### src/rtl/asym_db_pkg.sv
package asym_db_pkg;

  // Slow tick is due when the elapsed count has reached the divisor minus one.
  // Divisors of 0 or 1 request no division at all.
  function automatic logic div_due(input int unsigned count, input int unsigned divisor);
    if (divisor <= 1) return 1'b1;
    return (count + 1) >= divisor;
  endfunction

  // The slow rate is in use when the output level differs from the swap bit.
  function automatic logic pick_slow(input logic level, input logic swap);
    return level ^ swap;
  endfunction

endpackage

### src/rtl/asym_db_sync.sv
module asym_db_sync #(
  parameter int STAGES = 2
) (
  input  logic clk,
  input  logic rst_n,
  input  logic d,
  output logic q
);
  generate
    if (STAGES == 0) begin : g_bypass
      assign q = d;
    end else begin : g_chain
      logic [STAGES-1:0] chain;
      always_ff @(posedge clk or negedge rst_n) begin
        if (!rst_n) chain <= '0;
        else        chain <= {chain[STAGES-2+((STAGES==1)?1:0):0], d} ;
      end
      assign q = chain[STAGES-1];
    end
  endgenerate
endmodule

### src/rtl/asym_db_divider.sv
module asym_db_divider #(
  parameter int DIV_W = 8
) (
  input  logic             clk,
  input  logic             rst_n,
  input  logic             run,
  input  logic             restart,
  input  logic [DIV_W-1:0] div_n,
  output logic             tick
);
  import asym_db_pkg::*;

  logic [DIV_W-1:0] count;

  assign tick = run && div_due(32'(count), 32'(div_n));

  always_ff @(posedge clk or negedge rst_n) begin
    if (!rst_n)                      count <= '0;
    else if (!run || restart || tick) count <= '0;
    else                             count <= count + 1'b1;
  end
endmodule

### src/rtl/asym_db_integrator.sv
module asym_db_integrator #(
  parameter int SAMPLES = 4
) (
  input  logic clk,
  input  logic rst_n,
  input  logic sample_en,
  input  logic din,
  output logic level,
  output logic flip
);
  localparam int RUN_W = (SAMPLES > 2) ? $clog2(SAMPLES) : 1;
  localparam logic [RUN_W-1:0] LAST = RUN_W'(SAMPLES - 1);

  logic [RUN_W-1:0] run_len;
  logic             differs;

  assign differs = din != level;
  assign flip    = sample_en && differs && (run_len == LAST);

  always_ff @(posedge clk or negedge rst_n) begin
    if (!rst_n) begin
      run_len <= '0;
      level   <= 1'b0;
    end else if (sample_en) begin
      if (!differs || flip) run_len <= '0;
      else                  run_len <= run_len + 1'b1;
      if (flip) level <= ~level;
    end
  end
endmodule

### src/rtl/asym_debounce.sv
module asym_debounce #(
  parameter int DIV_W       = 8,
  parameter int SYNC_STAGES = 2,
  parameter int SAMPLES     = 4
) (
  input  logic             clk,
  input  logic             rst_n,
  input  logic             raw_in,
  input  logic [DIV_W-1:0] div_n,
  input  logic             swap_rates,
  output logic             clean_out,
  output logic             rate_tick
);
  import asym_db_pkg::*;

  logic sampled;
  logic use_slow;
  logic slow_tick;
  logic flip_ev;

  asym_db_sync #(.STAGES(SYNC_STAGES)) u_sync (
    .clk(clk), .rst_n(rst_n), .d(raw_in), .q(sampled)
  );

  assign use_slow  = pick_slow(clean_out, swap_rates);
  assign rate_tick = use_slow ? slow_tick : 1'b1;

  asym_db_divider #(.DIV_W(DIV_W)) u_div (
    .clk(clk), .rst_n(rst_n), .run(use_slow), .restart(flip_ev),
    .div_n(div_n), .tick(slow_tick)
  );

  asym_db_integrator #(.SAMPLES(SAMPLES)) u_integ (
    .clk(clk), .rst_n(rst_n), .sample_en(rate_tick), .din(sampled),
    .level(clean_out), .flip(flip_ev)
  );
endmodule

### config.mk
export PLATFORM = sky130hd
export DESIGN_NAME = asym_debounce
export DESIGN_NICKNAME = d
export VERILOG_FILES = /design/src/rtl/asym_db_pkg.sv /design/src/rtl/asym_db_sync.sv /design/src/rtl/asym_db_divider.sv /design/src/rtl/asym_db_integrator.sv /design/src/rtl/asym_debounce.sv
export SDC_FILE = /design/constraint.sdc
export NUM_CORES = 1
export LEC_CHECK = 0
export BUFFER_PORTS_ARGS = -buffer_cell sky130_fd_sc_hd__buf_2
export CAP_MARGIN = 20
export CORE_MARGIN = 2
export CORE_UTILIZATION = 58
export DETAILED_ROUTE_END_ITERATION = 10
export MAX_ROUTING_LAYER = met4
export PLACE_DENSITY = 0.83
export SYNTH_ARGS = -nofsm -noshare
export SYNTH_HDL_FRONTEND = slang
export SYNTH_SLANG_ARGS = --single-unit
export TNS_END_PERCENT = 10
### constraint.sdc
create_clock -name clk -period 3.8 [get_ports clk]
set_input_delay 0.57 -clock clk [delete_from_list [all_inputs] [get_ports clk]]
set_output_delay 0.57 -clock clk [all_outputs]
set_load 0.02 [all_outputs]
; ---- Word level (Yosys, flattened, before mapping)
; Index checks and enable logic that the tools add are counted.
; W data, S select, Z words.
[op_classes]
add_sub_neg = 3
n_mul = 0
n_div = 0
n_lt_le_gt_ge = 2
n_eq_ne = 2
shift = 0
muxes = 6
n_bitwise = 2
n_reduce_logical = 9
[ops]
columns = operator, count
row1 = $ge A32 B8 Y1, 1
row2 = $add A8 B1 Y9 const B, 1
row3 = $add A8 B1 Y8 const B, 1
row4 = $le A8 B1 Y1 const B, 1
row5 = $mux W8, 1
row6 = $mux W1, 4
row7 = $logic_and A1 B1 Y1, 3
row8 = $logic_or A1 B1 Y1, 3
row9 = $add A2 B1 Y2 const B, 1
row10 = $eq A2 B2 Y1 const B, 1
row11 = $logic_not A1 Y1, 2
row12 = $mux W2, 1
row13 = $reduce_and A2 Y1, 1
row14 = $ne A1 B1 Y1, 1
row15 = $not A1 Y1, 1
row16 = $xor A1 B1 Y1, 1
[word_totals]
regBits = 13
latchBits = 0
ramBits = 0
rom_bits = 0
in_bits = 12
output_inout_bits = 2
n_memories = 0

; ---- Logic depth before layout (Yosys ltp)
[logic_depth]
ltp_word = 10
mapped_depth = 10
depth_no_buf = 10

; ---- Hierarchy
; From an unflattened synthesis, not the netlist that was laid out.
[hier_totals]
hier_cells = 82
area_unflattened_um2 = 872.1
[by_module_without_submodules]
columns = mod, instances, cells_each, area_per_inst_um2
row1 = asym_db_divider, 1, 64, 656.9
row2 = asym_db_integrator, 1, 14, 150.1
row3 = asym_db_sync, 1, 2, 50.0
row4 = asym_debounce, 1, 2, 15.0

; ---- Worst setup path before layout
; No wires, ideal clock.
[synth_path]
path_type = register to output
from = register u_div.count[2]
to = output rate_tick
arrival_time_ns = 1.930
required_time_ns = 3.230
slack_ns = 1.300
stages_incl_launch_ff = 10
path_buffers = 0
path_cell_list = dfrtp_1 nand3_1 nor2_1 nand3_1 xnor2_1 ha_1 a21oi_1 nand2_1 nor4_4 nand2_4
[synth_between]
elab_chain_cells = 5
[synth_lines]
columns = element, line_no
row1 = from (decl), asym_db_divider.sv:13  ; logic [DIV_W-1:0] count;
row2 = from (signal assigned), asym_db_divider.sv:20  ; else count <= count + 1'b1;
row3 = $add A8 B1 Y9, asym_db_pkg.sv:7  ; return (count + 1) >= divisor;
row4 = $ge A32 B8 Y1, asym_db_pkg.sv:7
row5 = $mux W1, asym_db_pkg.sv:7
row6 = $logic_and A1 B1 Y1, asym_db_divider.sv:15  ; assign tick = run && div_due(32'(count), 32'(div_n));
row7 = $mux W1, asym_debounce.sv:26  ; assign rate_tick = use_slow ? slow_tick : 1'b1;
row8 = to (decl), asym_debounce.sv:12  ; output logic rate_tick
; Every way passes these cells.

; ---- Final worst setup path
; Ends and elaborated chain as after synthesis.

==> flow_results.org <==
** Routing
- The final layout contains routed wiring with a total length of 1400 um.
- After detailed routing, the number of remaining DRC violations is 0.
- Wire length per cell :: 12.7 um
- The detailed router finished its first iteration with 7 violations.
- The first detailed-routing pass took 4 iterations.
- The routed layout has 614 vias.
- Once detail routing completed, the nets flagged for antenna violations numbered 0.
- Routed vias/inst :: 5.58

** Floorplanning
- Pin placement for this block handled 14 I/O pins.
- Effective utilization at floorplan :: 63.5%
- In this run the core area contains 13 standard-cell rows.
- The die covers 0.00176 sq mm.
- The core region is 0.00132 sq mm.
- Floorplan die height :: 42.0 um
- Width of the die :: 42.0 um

** Worst setup path
- Critical path data required time :: 3.23 ns
- The worst setup path is launched from a flop.
- Origin of the critical flop-to-flop path :: u_div.count[2]$_DFF_PN0_
- In this run the critical register-to-register path is captured at u_integ.run_len[1]$_DFFE_PN0P_.
- Setup slack on the worst reg-to-reg path comes out at 1.15 ns.
- In this run the worst path has a maximum fanout of 8.
- Path type of the worst setup path :: reg -> out
- Measured in cells, the most critical reg-to-reg path has a length of 10.
- Source of the critical timing path :: u_div.count[2]$_DFF_PN0_
- Setup crit end :: rate_tick
- Arr. time, crit path :: 2.67 ns
- CP Capture Type :: output port

** Clock tree
- H-tree depth reported by CTS :: 1
- Clock tree synthesis inserted a total of 3 buffers.
- TritonCTS clock tree :: done
- After clock tree synthesis, the flow added hold-fix buffers numbering 0.
- The clock drives 13 sinks.
- Root Buffer Master :: clkbuf_4
- PostCTS Resize Cnt :: 0
- After clock tree synthesis, the clock-pin slew on the worst setup and hold paths is 0.07 ns.
- Once the clock tree was built, the setup fixing pass inserted 0 buffers.
- Maximum number of buffers from clock root to sink :: 2
- Clock latency reported for the late side of the worst-skew pair :: 0.26 ns

** STA
- Endpoints failing setup :: 0
- Final max-slew violation count :: 0
- Hold is met by 0.167 ns.
- Worst Skew :: 0.00288 ns
- Fraction of the cycle the final worst path needs :: 85.1%
- In this run the tightest slew margin relative to its limit is 65.6%.
- The clock period could shrink to 3.24 ns.
- In the final timing run, aggregate negative setup slack is 0 ns.
- RSZ-0062 raised after global routing :: no
- FMAX :: 309 MHz
- The final-report hold violation count is 0.
- Worst-Margin Slew :: 0.512 ns

** Layout
- Final net count :: 118
- 0 antenna diodes ended up in the layout.
- Number of standard cells in the final layout excluding fillers :: 110
- In the final layout, flip-flops and latches occupy 325 sq um.
- Area of all placed cells without fillers :: 948 sq um
- In the final layout, the share of cells above drive strength 1 is 26.3%.
- Compared with the post-synthesis result, the final layout area differs by 13.3%.
- The filler cells instantiated in the layout total 103.
- The multi-input combinational cells in the finished layout cover a total of 482 sq um.

** Global routing
- The initial antenna violation count came to 0.
- The total overflow left after global routing is 0.
- Maximum number of pins on one net before global-route repair :: 14
- Global-route wire length before repair :: 2580 um
- Number of global-route vias before repair :: 593
- Across every metal layer, demand over resource in global routing totals 19.8%.

** Logic synthesis
- The synthesized netlist occupies a cell area of 837 sq um.
- Number of instances in the synthesized netlist :: 78
- Counting every net in the synthesized netlist gives 100.
- Total number of yosys warnings :: 0
- In this run the mean area of a mapped cell was 10.7 sq um.
- Sequential share of the synthesized area :: 38.9%
- In this run, distinct cell masters in the synthesized netlist total 23.
- After synthesis the netlist holds a flip-flop and latch count of 13.

** Power and ir drop
- Total power per unit cell area :: 500 mW/mm^2
- Summed over all cells, the static leakage comes to 0.000513 uW.
- Overall power consumption after layout is estimated at 474 uW.
- Worst ir drop on vdd :: 0.000300 V

** Flow run
- Maxcap violations :: 0

** Placed design
- Number of placed instances with taps included :: 106
- Routability-driven placement congestion ratio :: 0.811
- In this run the cell area measured after placement is 921 sq um.
- Port Buf Inserts :: 13
- Half-perimeter wire length after placement :: 1210 um

** Worst hold path
- Path class of the lowest-slack min-delay path :: in -> async

** Run status
- Status :: finished, final reports clean
-- synthesized netlist by cell type (all sizes together) --
| cell type | n | area [sq um] |
|---|---|---|
| dfrtp | 13 | 325 |
| nor3 | 2 | 15.0 |
| a21boi | 1 | 11.3 |
| nand3 | 4 | 20.0 |
| a21oi | 2 | 10.0 |
| o211ai | 1 | 7.51 |
| nor4 | 2 | 42.5 |
| and3 | 7 | 43.8 |
| o21ai | 1 | 5.00 |
| a311o | 1 | 10.0 |
| inv | 8 | 30.0 |
| or4 | 1 | 11.3 |
| xnor2 | 4 | 35.0 |
| nor3b | 1 | 7.51 |
| nor2b | 2 | 12.5 |
| ha | 10 | 125 |
| nand2 | 7 | 33.8 |
| mux2 | 3 | 41.3 |
| nor2 | 4 | 15.0 |
| xor2 | 4 | 35.0 |
-- state kept, by name, indices dropped and copies added (netlist names) --
register	count
u_sync.g_chain.chain	2
u_div.count	8
u_integ.level	1
u_integ.run_len	2
-- worst min path at each step --
stage | end | slack, ns | cells after the start
after floorplan | u_div.count[0]$_DFF_PN0_ | 0.27 | 0
after global placement | u_sync.g_chain.chain[1]$_DFF_PN0_ | 0.33 | 0
after detailed placement | u_sync.g_chain.chain[1]$_DFF_PN0_ | 0.34 | 0
after CTS | u_div.count[6]$_DFF_PN0_ | 0.17 | 1
after global routing | u_div.count[6]$_DFF_PN0_ | 0.18 | 1
final | u_div.count[6]$_DFF_PN0_ | 0.17 | 1
-- metrics by stage --
| stage | setup slack (ns) | util, % |
|---|---|---|
| 6_report | 0.565 | 72.0 |
| 5_1_grt | 0.301 | 72.0 |
| 4_1_cts | 0.541 | 72.0 |
| 3_5_place_dp | 0.850 | 69.9 |
| 3_3_place_gp | 0.922 | 69.9 |
| 2_1_floorplan | 1.30 | - |
-- report_power, final --
group	internal (uW)	switching, uW	total [uW]
clock network	38.9	40.0	78.9
logic	97.5	105	203
registers	166	27.3	193
-- layer usage --
layer  track usage [%]  routed length [um]
met5                 -                   0
met3              6.47                  87
met1              26.5                 618
met4              3.87                  14
met2              29.7                 682
-- critical path, cell delays in order (launching register included) --
cell and delay [ns]:
dfrtp_1 0.41, nand3_1 0.15, nor2_1 0.18, nand3_1 0.11
xnor2_1 0.20, ha_1 0.28, a21oi_1 0.15, nand2_1 0.11
nor4_4 0.47, nand2_4 0.14, buf_2 0.20
-- logic make-up after synthesis --
family | synth area share (%)
XOR/XNOR | 8.37
flip-flops | 38.9
AND/OR/NAND/NOR | 24.1
AO/OA/AOI/OAI | 5.23
adder cells (fa/ha/maj) | 14.9
multiplexers | 4.93
buffers and inverters | 3.59
-- layout make-up --
class / count / area share, %
Clock inverter: 1 / 0.528
Clock buffer: 3 / 2.37
Inverter: 8 / 3.17
Tap cell: 15 / 1.98
Sequential cell: 13 / 34.3
Timing Repair Buffer: 13 / 6.86
Multi-Input combinational cell: 57 / 50.8
-- placed cells by master (no fill, tap or decap) --
cell and instances:
o21ai_0 1, nor2b_1 2, mux2_1 1, nor3_2 1, nand3_1 4, a21boi_2 1
ha_1 10, a311o_1 1, buf_2 13, nand2_4 1, xnor2_1 4, inv_1 8
clkinv_2 1, nor3b_1 1, nor3_1 1, clkbuf_4 3, dfrtp_1 13, nand2_1 6
mux2_4 2, nor4_4 2, or4_4 1, xor2_1 4, a21oi_1 2, o211ai_1 1
and3_1 7, nor2_1 4
No activity file was read; power rests on OpenSTA's default activity.
